File: config.mk
export PLATFORM = sky130hd
export DESIGN_NAME = alu_shift_unit
export DESIGN_NICKNAME = d
export VERILOG_FILES = /design/src/rtl/alu_pkg.sv /design/src/rtl/alu_core.sv /design/src/rtl/alu_link_shift.sv /design/src/rtl/alu_flag_reg.sv /design/src/rtl/alu_shift_unit.sv
export SDC_FILE = /design/constraint.sdc
export NUM_CORES = 1
export LEC_CHECK = 0
export ABC_AREA = 1
export BUFFER_PORTS_ARGS = -buffer_cell sky130_fd_sc_hd__buf_2
export CORE_UTILIZATION = 40
export CTS_BUF_LIST = sky130_fd_sc_hd__clkbuf_4
export CTS_CLUSTER_SIZE = 14
export DETAILED_ROUTE_END_ITERATION = 16
export HOLD_SLACK_MARGIN = 0.08
export PLACE_DENSITY = 0.62
export SYNTH_ARGS = -nofsm -noshare
export SYNTH_HDL_FRONTEND = slang
export SYNTH_HIERARCHICAL = 1
export SYNTH_SLANG_ARGS = --single-unit
File: constraint.sdc
create_clock -name clk -period 4.4 [get_ports clk]
set_clock_uncertainty 0.15 [all_clocks]
set_input_delay 0.88 -clock clk [delete_from_list [all_inputs] [get_ports clk]]
set_output_delay 0.88 -clock clk [all_outputs]
set_load 0.01 [all_outputs]
File: src/rtl/alu_pkg.sv
// Shared widths and encodings for the accumulator ALU.
// Assumes an 8-bit data path unless the user overrides DATA_W.
package alu_pkg;
    parameter int DATA_W = 8;
    localparam int OP_W   = 4;
    localparam int CTL_W  = 2;
    localparam int FLAG_W = 4;

    // Operation codes; values are fixed by the microinstruction encoding.
    typedef enum logic [OP_W-1:0] {
        OP_PASSX = 4'd0,  OP_PASSY = 4'd1,  OP_ADD   = 4'd2,  OP_ADDC  = 4'd3,
        OP_AND   = 4'd4,  OP_OR    = 4'd5,  OP_XOR   = 4'd6,  OP_NOTY  = 4'd7,
        OP_INCX  = 4'd8,  OP_INCY  = 4'd9,  OP_X1    = 4'd10, OP_Y1    = 4'd11,
        OP_RSUB  = 4'd12, OP_NOTX  = 4'd13, OP_ONES  = 4'd14, OP_ZERO  = 4'd15
    } alu_op_e;

    // Link bit source selection.
    typedef enum logic [CTL_W-1:0] {
        LNK_KEEP  = 2'd0,
        LNK_CLR   = 2'd1,
        LNK_SET   = 2'd2,
        LNK_CARRY = 2'd3
    } lnk_ctl_e;

    // Shifter step selection; code 3 acts as no shift.
    typedef enum logic [CTL_W-1:0] {
        SH_NONE  = 2'd0,
        SH_RIGHT = 2'd1,
        SH_LEFT  = 2'd2,
        SH_SPARE = 2'd3
    } sh_ctl_e;

    // Bit positions inside the flags register.
    localparam int FLG_N = 3;
    localparam int FLG_Z = 2;
    localparam int FLG_V = 1;
    localparam int FLG_C = 0;
endpackage

File: src/rtl/alu_core.sv
// Combinational arithmetic/logic stage.
// One shared adder serves all add-type codes; logic codes report
// carry and overflow as zero. Assumes W >= 2.
module alu_core
    import alu_pkg::*;
#(
    parameter int W = DATA_W
) (
    input  logic [W-1:0]    x_i,
    input  logic [W-1:0]    y_i,
    input  logic [OP_W-1:0] op_i,
    output logic [W-1:0]    res_o,
    output logic            c_o,
    output logic            v_o
);
    localparam logic [W-1:0] ONE = W'(1);

    logic [W-1:0] add_a;
    logic [W-1:0] add_b;
    logic         add_ci;
    logic         is_arith;
    logic [W:0]   sum;

    // Pick the adder operands and carry-in for the add-type codes.
    always_comb begin
        add_a    = '0;
        add_b    = '0;
        add_ci   = 1'b0;
        is_arith = 1'b1;
        case (alu_op_e'(op_i))
            OP_ADD:  begin add_a = x_i;  add_b = y_i; end
            OP_ADDC: begin add_a = x_i;  add_b = y_i; add_ci = 1'b1; end
            OP_INCX: begin add_a = x_i;  add_ci = 1'b1; end
            OP_INCY: begin add_a = y_i;  add_ci = 1'b1; end
            OP_RSUB: begin add_a = ~x_i; add_b = y_i; add_ci = 1'b1; end
            default: is_arith = 1'b0;
        endcase
    end

    assign sum = {1'b0, add_a} + {1'b0, add_b} + {{W{1'b0}}, add_ci};

    // Select the operation value.
    always_comb begin
        case (alu_op_e'(op_i))
            OP_PASSX: res_o = x_i;
            OP_PASSY: res_o = y_i;
            OP_AND:   res_o = x_i & y_i;
            OP_OR:    res_o = x_i | y_i;
            OP_XOR:   res_o = x_i ^ y_i;
            OP_NOTY:  res_o = ~y_i;
            OP_X1:    res_o = x_i & ONE;
            OP_Y1:    res_o = y_i & ONE;
            OP_NOTX:  res_o = ~x_i;
            OP_ONES:  res_o = '1;
            OP_ZERO:  res_o = '0;
            default:  res_o = sum[W-1:0];
        endcase
    end

    // Carry and signed overflow, only meaningful for add-type codes.
    always_comb begin
        c_o = is_arith & sum[W];
        v_o = is_arith & (add_a[W-1] == add_b[W-1]) & (sum[W-1] != add_a[W-1]);
    end
endmodule

File: src/rtl/alu_link_shift.sv
// Link bit formation and one-position shifter, followed by the
// internal condition bits. Purely combinational; assumes W >= 2.
module alu_link_shift
    import alu_pkg::*;
#(
    parameter int W = DATA_W
) (
    input  logic [W-1:0]     alu_i,
    input  logic             alu_c_i,
    input  logic             alu_v_i,
    input  logic [CTL_W-1:0] lnk_i,
    input  logic [CTL_W-1:0] sh_i,
    output logic [W-1:0]     res_o,
    output logic             n_o,
    output logic             z_o,
    output logic             v_o,
    output logic             c_o
);
    logic link;

    // Choose the link bit value.
    always_comb begin
        case (lnk_ctl_e'(lnk_i))
            LNK_CLR:   link = 1'b0;
            LNK_SET:   link = 1'b1;
            LNK_CARRY: link = alu_c_i;
            default:   link = alu_i[W-1];
        endcase
    end

    // Apply the shift and route the displaced bit to carry.
    always_comb begin
        case (sh_ctl_e'(sh_i))
            SH_RIGHT: begin res_o = {link, alu_i[W-1:1]}; c_o = alu_i[0];   end
            SH_LEFT:  begin res_o = {alu_i[W-2:0], link}; c_o = alu_i[W-1]; end
            default:  begin res_o = alu_i;                c_o = alu_c_i;    end
        endcase
    end

    // Condition bits taken from the final value.
    always_comb begin
        n_o = res_o[W-1];
        z_o = ~|res_o;
        v_o = alu_v_i;
    end
endmodule

File: src/rtl/alu_flag_reg.sv
// Machine-visible condition code register. Loads {N,Z,V,C} when
// enabled; synchronous active-low reset clears it.
module alu_flag_reg
    import alu_pkg::*;
(
    input  logic              clk,
    input  logic              rst_n,
    input  logic              ld_i,
    input  logic              n_i,
    input  logic              z_i,
    input  logic              v_i,
    input  logic              c_i,
    output logic [FLAG_W-1:0] flags_o
);
    logic [FLAG_W-1:0] next_flags;

    // Pack the incoming bits into register order.
    always_comb begin
        next_flags        = '0;
        next_flags[FLG_N] = n_i;
        next_flags[FLG_Z] = z_i;
        next_flags[FLG_V] = v_i;
        next_flags[FLG_C] = c_i;
    end

    // Register update with synchronous reset.
    always_ff @(posedge clk) begin
        if (!rst_n)    flags_o <= '0;
        else if (ld_i) flags_o <= next_flags;
    end
endmodule

File: src/rtl/alu_shift_unit.sv
// Top of the accumulator ALU: operation stage, link/shift stage and
// flags register. Operand selection and destinations live outside.
module alu_shift_unit
    import alu_pkg::*;
#(
    parameter int W = DATA_W
) (
    input  logic              clk,
    input  logic              rst_n,
    input  logic [W-1:0]      x_in,
    input  logic [W-1:0]      y_in,
    input  logic [OP_W-1:0]   op,
    input  logic [CTL_W-1:0]  lnk_ctl,
    input  logic [CTL_W-1:0]  sh_ctl,
    input  logic              flag_ld,
    output logic [W-1:0]      result,
    output logic              n_int,
    output logic              z_int,
    output logic              v_int,
    output logic              c_int,
    output logic [FLAG_W-1:0] flags
);
    logic [W-1:0] alu_val;
    logic         alu_c;
    logic         alu_v;

    alu_core #(.W(W)) u_core (
        .x_i   (x_in),
        .y_i   (y_in),
        .op_i  (op),
        .res_o (alu_val),
        .c_o   (alu_c),
        .v_o   (alu_v)
    );

    alu_link_shift #(.W(W)) u_shift (
        .alu_i   (alu_val),
        .alu_c_i (alu_c),
        .alu_v_i (alu_v),
        .lnk_i   (lnk_ctl),
        .sh_i    (sh_ctl),
        .res_o   (result),
        .n_o     (n_int),
        .z_o     (z_int),
        .v_o     (v_int),
        .c_o     (c_int)
    );

    alu_flag_reg u_flags (
        .clk     (clk),
        .rst_n   (rst_n),
        .ld_i    (flag_ld),
        .n_i     (n_int),
        .z_i     (z_int),
        .v_i     (v_int),
        .c_i     (c_int),
        .flags_o (flags)
    );
endmodule

-- Word-level counts from Yosys, hierarchy flattened
Index checks and enable logic that the tools add are counted.
- output and inout port bits: 16
- memory bits (writable): 0
- bits in latches: 0
- memories: 0
- flip-flop bits (word level): 4
- input bits: 27
- memory bits (read-only): 0
- logic and storage cells: 48
- multiply operators: 0
- $lt $le $gt $ge: 0
- eq/ne operators: 22
- $add $sub $neg: 2
- bitwise operators: 8
- div/mod/pow operators: 0
- muxes and demuxes: 8
- shift-type cells: 0
- reduce and logical (&&, ||, !) cells: 7
- operators by type and width (cell ; count):
    8-bit one-hot mux with 11 select lines ; 1
    4-bit equality test, second input constant ; 8
    8-bit one-hot mux with 3 select lines ; 1
    4-bit by 3-bit equality test with 1-bit output, second input constant ; 4
    8-bit inverter ; 2
    8-bit one-hot mux with 2 select lines ; 1
    8-bit by 8-bit adder with 9-bit output ; 1
    9-bit by 1-bit adder with 9-bit output ; 1
    8-bit bitwise AND ; 1
    4-bit by 2-bit equality test with 1-bit output, second input constant ; 2
    8-bit two-way mux ; 1
    8-bit bitwise OR ; 1
    8-bit OR reduction ; 1
    8-bit bitwise XOR ; 1
    2-bit equality test, second input constant ; 3
    3-bit OR reduction ; 2
    5-bit OR reduction ; 1
    2-bit by 1-bit equality test with 1-bit output, second input constant ; 2
    4-bit by 1-bit equality test with 1-bit output, second input constant ; 1
    4-bit zero test ; 1
    4-bit OR reduction ; 1
    1-bit bitwise AND ; 3
    1-bit one-hot mux with 3 select lines ; 1
    1-bit two-way mux ; 2
    4 further kinds ; 4

-- Longest topological paths before layout
Gate-level depths: netlist of run 1.
- depth in word-level cells: 10
- depth in mapped cells: 26
- mapped depth without buffers: 26

-- By module
Netlist of run 1, hierarchy kept.
- modules (own cells, without submodules) (module ; area each (um^2) ; cells each ; seq. area each (um^2) ; times used):
    alu_core ; 1485.2 ; 264 ; 0.0 ; 1
    alu_link_shift ; 337.8 ; 72 ; 0.0 ; 1
    alu_flag_reg ; 166.4 ; 25 ; 80.1 ; 1

-- Worst setup path before layout of run 1
OpenSTA, ideal clock, no wires.
- kind: input-to-output
- start: in op[1]
- end: out z_int
- stages: 21
- data required time: 3.370 ns
- arrival: 3.392 ns
- path slack: -0.022 ns
- buffers on the path: 1
- path through: buf_4 > nor2_4 > nand2_2 > o22ai_1 > a21oi_1 > fa_1 > inv_1 > fa_1 > nand3_1 > nand2_1 > nand2_1 > nand2_1 > nand2_1 > nand3_1 > nand2_1 > or2_2 > nand2_1 > nand2_1 > nor2_1 > nand2_1 > nor2_2
- elaborated cells on any way between the ends: 32
- classes of those cells: 2 x add/sub; 15 x eq/ne; 7 x mux; 1 x bitwise; 7 x reduce/logical
- RTL lines (element ; line ; text):
    from (decl) ; alu_shift_unit.sv:12 ; input logic [OP_W-1:0] op,
    4-bit by 2-bit equality test with 1-bit output or 4-bit equality test (tied branches) ; alu_core.sv:30 ; case (alu_op_e'(op_i))
    3-bit OR reduction (no source line) ; n/a ;
    8-bit one-hot mux with 3 select lines or 8-bit two-way mux (tied branches) ; alu_core.sv:30 ;
    8-bit by 8-bit adder with 9-bit output ; alu_core.sv:40 ; assign sum = {1'b0, add_a} + {1'b0, add_b} + {{W{1'b0}}, add_ci};
    9-bit by 1-bit adder with 9-bit output ; alu_core.sv:40 ;
    8-bit one-hot mux with 11 select lines * ; alu_core.sv:44 ; case (alu_op_e'(op_i))
    named net alu_val[6] ; alu_shift_unit.sv:23 ; logic [W-1:0] alu_val;
    8-bit one-hot mux with 2 select lines * ; alu_link_shift.sv:33 ; case (sh_ctl_e'(sh_i))
    8-bit OR reduction * ; alu_link_shift.sv:43 ; z_o = ~|res_o;
    1-bit zero test * ; alu_link_shift.sv:43 ;
    to (decl) ; alu_shift_unit.sv:18 ; output logic z_int,
Mark *: on every way through the listed nets, which the timed path passes. The rest lies on a longest branch.

-- Final worst setup path of run 1
Ends and elaborated chain as after synthesis.

==> results.tsv, run 1 <==
stage	metric	value	unit
cts	number of CTS-inserted buffers	3	
placed_design	hpwl dp	4.763	mm
logic_synthesis	Mapped Cells	361	
cells_and_area	Top Registers	u_flags/flags_o: 4 flops	
power	sequential share of power	10.4	%
setup_path	Reg-to-Reg Start	u_flags/flags_o[1]	
die	Die W	72.53	um
routing	Vias	2538	
power	switch share	47.74	%
timing	f_max	225.1	MHz
power	VDD IR max	0.00007923	V
run_status	violated checks	negative setup slack	
routing	Residual DRC	0	
grt	initial antenna violation count	0	
setup_path	CP arrival	3.41	ns
die	die area	5260	um2
setup_path	CP Max Fanout	6	
logic_synthesis	most area-consuming cells after synthesis	nand2_1, ha_1, inv_1	
routing	routed len/inst	12.47	um
setup_path	Critical Path Start Type	input pin	
min_path	Worst Hold Class	reg -> reg	
cells_and_area	layout cells sized above 1	36.88	%
power	Pwr Density	135.7	nW/um2
placed_design	placer congestion estimate	0.9229	
grt	pin count of the biggest net entering global routing	13	
setup_path	crit path to	z_int	
cells_and_area	Filler cells	479	
timing	Final Max Tran Viols	0	
timing	Final Hold Viols	0	
grt	Tot GR Track Use	23.38	%
grt	GR Overflow Total	0	
power	clock network fraction of total power	12.0	%
setup_path	worst setup slack for register-to-register paths	3.70	ns
cells_and_area	fin cells	509	
job	Max Cap Viol	0	
routing	Routed Antenna Nets	0	
logic_synthesis	Async SR Flop Fraction	0	%
logic_synthesis	post-synthesis sequential area ratio	4.025	%
timing	max_slew headroom	76.65	%
logic_synthesis	most frequent cells after synthesis	nand2_1, inv_1, nor2_1	
cells_and_area	Layout area overhead	42.70	%
grt	number of global-route vias before repair	2192	
logic_synthesis	Mapped Nets	415	
die	die height	72.53	um
cells_and_area	largest reg by FF count	u_flags/flags_o	
setup_path	Worst R2R End	u_flags/flags_o[1]	
cts	clk buf depth	2	
grt	first-pass GRT wire length	9.798	mm
timing	RSZ-0062 raised after global routing	true	
power	static leakage	1.565	nW
cts	Clock Latency Late Sink	0.23	ns
routing	Iter 0 DRT Violations	185	
cts	clock root buffer	clkbuf_4	
timing	Worst-Margin Slew	0.3502	ns
routing	vias per inst	4.986	
timing	final worst path period share	101.0	%
cts	TritonCTS clock tree	yes	
die	area of the core	4755	um2
cts	Sink Count	4	
logic_synthesis	number of synthesized flops with an enable pin	0	
timing	Final WS setup	-0.04255	ns
logic_synthesis	top-area cell type share of the netlist area	21.51	%
cts	Reg clk slew, reported paths	0.04	ns
cts	H-tree levels	1	
cells_and_area	Post-layout nets	498	
cells_and_area	max FFs per register	4	
die	IO Count	43	
logic_synthesis	Post-Syn Area	1989	um2
logic_synthesis	Most used DFF post-synth	dfxtp_1	
setup_path	r2r worst-path depth	2	
logic_synthesis	Netlist cell types	32	
cells_and_area	register area	80.08	um2
die	placement row count	25	
power	cell internal pwr	0.2013	mW
setup_path	Crit. Startpoint	op[1]	
cells_and_area	area of the multi-input gates	1813	um2
routing	total iterations of the first detailed-routing run	5	
cells_and_area	ant diodes	0	
timing	crit path time final	4.443	ns
placed_design	dpl cells	501	
logic_synthesis	Warnings, synthesis	6	
setup_path	WS Path Type	in -> out	
logic_synthesis	area leader, netlist	nand2_1	
setup_path	worst endpoint required time	3.37	ns
logic_synthesis	Syn Area/Cell	5.511	um2
setup_path	CP endpoint kind	output port	
timing	Setup Viol. Count Final	1	
placed_design	post-placement cell area	2519	um2
cells_and_area	design area	2839	um2
logic_synthesis	#FFs+latches synth	4	
die	Starting Density	41.84	%
power	Combinational Power Share	77.5	%
run_status	status	finished with violations	
cts	hold buffers post-CTS	0	
power	Psw	0.1839	mW
logic_synthesis	count leader, synth	nand2_1	
placed_design	count of input and output buffers	42	
routing	final WL	6.349	mm
[cell type report]
type | instances | share of cell area (%)
well taps | 67 | 2.953
inverters | 59 | 7.889
multi-input cells | 291 | 63.86
clock buffers | 3 | 0.7933
flip-flops and latches | 4 | 2.821
repair buffers | 85 | 21.68
[cell families (layout without fill, tap and decap cells)]
kind of cell	after synthesis	count (layout)	share of synthesized area (%)
fa+ha+maj	27	27	17.74
simple gates	218	218	49.94
compound gates	42	42	12.77
buf+inv	66	147	13.77
xor+xnor	4	4	1.761
flops	4	4	4.025
[routing by layer]
metal	share of wire [%]	vias up	track usage (%)
met3	5.0	8	1.806
li1	-	1302	-
met1	46	1146	31.94
met4	1.4	0	3.050
met2	47	82	41.02
met5	0	-	0
[worst min path at each step]
stage,startpoint,to,slack [ns],cells past startpoint
2_1_floorplan,u_flags/flags_o[2],u_flags/flags_o[2],0.34,2
4_1_cts,u_flags/flags_o[3],u_flags/flags_o[3],0.32,2
3_3_place_gp,u_flags/flags_o[3],u_flags/flags_o[3],0.31,2
5_1_grt,u_flags/flags_o[2],u_flags/flags_o[2],0.35,2
3_5_place_dp,u_flags/flags_o[3],u_flags/flags_o[3],0.31,2
6_report,u_flags/flags_o[2],u_flags/flags_o[2],0.32,2
[power groups by stage]
stage                     sequential (mW)  combinational (mW)  clock [mW]
after floorplan                    0.0420               0.152           0
after global placement             0.0406               0.253           0
after detailed placement           0.0408               0.254           0
after CTS                          0.0402               0.269      0.0482
after global routing               0.0404               0.330      0.0497
final                              0.0402               0.299      0.0463
[worst max-delay path: stages]
cell and delay (ns):
buf_12 0.11, buf_6 0.11, xor2_2 0.17, o211ai_1 0.15, fa_2 0.26, inv_2 0.05
fa_2 0.41, nand3_2 0.08, nand2_2 0.07, buf_6 0.12, xor2_1 0.13, nand2_1 0.08
nand3_2 0.12, nand2_1 0.10, nand3_1 0.07, nand2_1 0.09, nand2_1 0.05, nor2_1 0.08
nand2_1 0.06, nor2_2 0.08, buf_2 0.13
[metrics by stage]
| step | utilization (%) | hold slack (ns) | power [mW] | setup WS, ns | TNS, ns |
|---|---|---|---|---|---|
| after floorplan | - | 0.3424 | 0.1938 | 0.002033 | 0 |
| after global placement | 52.97 | 0.3066 | 0.2931 | -0.1628 | -0.2119 |
| after detailed placement | 52.97 | 0.3132 | 0.2951 | -0.1196 | -0.1390 |
| after CTS | 55.89 | 0.3186 | 0.3572 | 0.0003428 | 0 |
| after global routing | 59.71 | 0.3545 | 0.4203 | -0.2149 | -0.5112 |
| final | 59.71 | 0.3187 | 0.3851 | -0.04255 | -0.04255 |
[cell usage in the layout (no fill, tap or decap), types with 7 or more instances in the layout]
cell type,count
o21ai_0,14
nand3_2,7
inv_2,11
buf_6,12
buf_2,35
buf_4,36
nor2_1,38
ha_1,23
inv_1,47
nand2_2,22
nand3_1,22
nand2_1,100
[what timing repair did]
action / CTS / global route
endpoints found under the setup margin: 3 / 9
buffers inserted: 4 / 3
resized for setup: 26 / 41
pin swaps: 21 / 21
(Power assumes the default switching activity.)
==> inputs of run 2 (changes only) <==
--- a/config.mk
+++ b/config.mk
@@ -7,6 +7,7 @@
 export LEC_CHECK = 0
 export ABC_AREA = 1
 export BUFFER_PORTS_ARGS = -buffer_cell sky130_fd_sc_hd__buf_2
+export CORE_MARGIN = 2
 export CORE_UTILIZATION = 40
 export CTS_BUF_LIST = sky130_fd_sc_hd__clkbuf_4
 export CTS_CLUSTER_SIZE = 14
==> results.tsv, run 2 (synthesized netlist as in run 1, its figures left out) <==
stage	metric	value	unit	change
run_status	status	finished with violations		
run_status	violated checks	negative setup slack		
cts	clock root buffer	clkbuf_4		
cells_and_area	final core occ	60.95	%	+1.2 points
routing	Residual DRC	0		unchanged
placed_design	dpl cells	498		-0.60%
setup_path	most frequent CP cell	nand2_1		
die	Starting Density	41.84	%	unchanged
cells_and_area	layout cells sized above 1	37.58	%	+0.71 points
routing	final WL	6.555	mm	+3.2%
timing	crit path time final	4.426	ns	-0.01627 ns
routing	Iter 0 DRT Violations	248		+34%
cts	clk buf depth	2		unchanged
cells_and_area	commonest non-fill, non-tap cell in the layout	nand2_1		
cells_and_area	Layout area overhead	45.66	%	
placed_design	hpwl dp	4.797	mm	+0.71%
setup_path	CP cell instances	buf_8, buf_6, xor2_2, o211ai_1, fa_2, inv_2, fa_2, buf_6, xor2_1, nand2_1, nand4_1, or2_0, nand2_1, nand2_2, nor2_1, nand2_1, nor2_2, buf_2		
setup_path	CP endpoint kind	output port		
timing	Final Max Tran Viols	0		unchanged
grt	GR met2 Demand/Resource	40.81	%	-0.21 points
timing	Setup Viol. Count Final	1		unchanged
grt	initial antenna violation count	0		unchanged
timing	max_slew headroom	76.03	%	-0.62 points
setup_path	worst endpoint required time	3.37	ns	about the same
grt	Tot GR Track Use	22.89	%	-0.49 points
grt	GR Util met1	29.85	%	-2.1 points
routing	vias per inst	4.928		-1.2%
setup_path	Worst path slowest cell	fa_2		
min_path	Worst Hold Class	reg -> reg		
cells_and_area	largest reg by FF count	u_flags/flags_o		
die	placement row count	25		unchanged
routing	Vias	2533		-0.20%
cells_and_area	Filler cells	470		-1.9%
placed_design	placer congestion estimate	0.9538		+3.3%
grt	global route hottest layer	met2		
setup_path	Critical Path Start Type	input pin		
cts	hold buffers post-CTS	0		unchanged
cells_and_area	fin cells	514		+0.98%
timing	RSZ-0062 raised after global routing	true		
power	Pwr Density	135.7	nW/um2	about the same
die	IO Count	43		unchanged
die	Die W	74.53	um	+2.8%
placed_design	count of input and output buffers	42		unchanged
routing	routed len/inst	12.75	um	+2.2%
timing	f_max	225.9	MHz	+0.37%
cts	H-tree levels	1		unchanged
routing	Routed Antenna Nets	0		unchanged
timing	final worst path period share	100.6	%	-0.37 points
die	die area	5554	um2	+5.6%
cts	Reg clk slew, reported paths	0.04	ns	about the same
power	VDD IR max	0.00005187	V	-35%
timing	Final Hold Viols	0		unchanged
cells_and_area	max FFs per register	4		unchanged
grt	GR Overflow Total	0		unchanged
cells_and_area	Top Registers	u_flags/flags_o: 4 flops		
setup_path	slowest stage delay, CP	0.35	ns	-0.06 ns
setup_path	CP arrival	3.40	ns	about the same
power	static leakage	1.598	nW	+2.1%
setup_path	WS Path Type	in -> out		
cells_and_area	ant diodes	0		unchanged
setup_path	CP Max Fanout	3		-3
cts	Clock Latency Late Sink	0.23	ns	about the same
cells_and_area	most frequent cells in the layout	nand2_1, inv_1, buf_4		
die	die height	74.53	um	+2.8%
cells_and_area	Post-layout nets	503		+1.0%
cts	number of CTS-inserted buffers	3		unchanged
timing	Worst-Margin Slew	0.3596	ns	+0.009360 ns
cts	TritonCTS clock tree	yes		
job	Max Cap Viol	0		unchanged
die	area of the core	4755	um2	unchanged
cts	Sink Count	4		unchanged
grt	pin count of the biggest net entering global routing	13		unchanged
routing	total iterations of the first detailed-routing run	4		-1
grt	first-pass GRT wire length	10.01	mm	+2.2%
grt	number of global-route vias before repair	2214		+1.0%
timing	Final WS setup	-0.02628	ns	+0.01627 ns
grt	grt met3 use	1.355	%	-0.45 points
run 2: changes by cell type in the layout (fill, tap and decap cells not counted), moves of 2 or more:
cell | before | now
nor2_2 | 6 | 4
nor2_4 | 6 | 8
nand3_2 | 7 | 5
buf_4 | 36 | 41
buf_6 | 12 | 10
run 2: worst max-delay path: cells and delay by family:
kind	cells	cell delay (ns)
compound gates	1	0.16
xor+xnor	2	0.32
fa+ha+maj	2	0.62
buf+inv	5	0.53
simple gates	8	0.90
run 2: area by class of cell:
type                       instances  area, um2  area share, %
timing repair buffer              90      665.6          22.97
clock buffer                       3      22.52         0.7772
sequential                         4      80.08          2.763
inverter                          59      229.0          7.902
tap                               67      83.83          2.893
multi-input combinational        291       1817          62.69
run 2: routing by layer:
metal / share of wire (%) / vias to the layer above / routed length (um)
li1: - / 1306 / -
met5: 0 / - / 0
met4: 1.0 / 0 / 68
met1: 41 / 1113 / 2719
met2: 49 / 106 / 3243
met3: 8.0 / 8 / 524
run 2: per-stage QoR:
stage	area [um2]	total power [mW]	setup TNS, ns	setup slack, ns	hold WS (ns)
5_1_grt	2898	0.4317	-0.4973	-0.1948	0.3330
2_1_floorplan	1992	0.1938	0	0.002033	0.3424
3_5_place_dp	2496	0.2935	-0.3264	-0.1772	0.3108
4_1_cts	2654	0.3566	-0.05557	-0.05557	0.3159
3_3_place_gp	2496	0.2908	-0.1243	-0.1179	0.3065
6_report	2898	0.3931	-0.02628	-0.02628	0.3153
run 2: final timing paths:
path	slack, ns	end	cells after the start	from
worst max-delay path	-0.03	z_int	18	op[3]
worst min register to register	0.32	u_flags/flags_o[0]	2	u_flags/flags_o[0]
worst max register to register	3.71	u_flags/flags_o[1]	2	u_flags/flags_o[1]
worst min-delay path	0.32	u_flags/flags_o[0]	2	u_flags/flags_o[0]
run 2: power breakdown:
| group | internal [mW] | total, mW | switching (mW) | leakage, nW |
|---|---|---|---|---|
| clock network | 0.0305 | 0.0455 | 0.0150 | 0.0138 |
| registers | 0.0390 | 0.0400 | 0.00101 | 0.0331 |
| logic | 0.138 | 0.308 | 0.170 | 1.55 |
| total | 0.208 | 0.393 | 0.186 | 1.60 |
run 2: what timing repair did:
action,4_1_cts,5_1_grt
resized for setup,23,50
buffers inserted,7,6
endpoints found under the setup margin,5,9
pin swaps,19,31
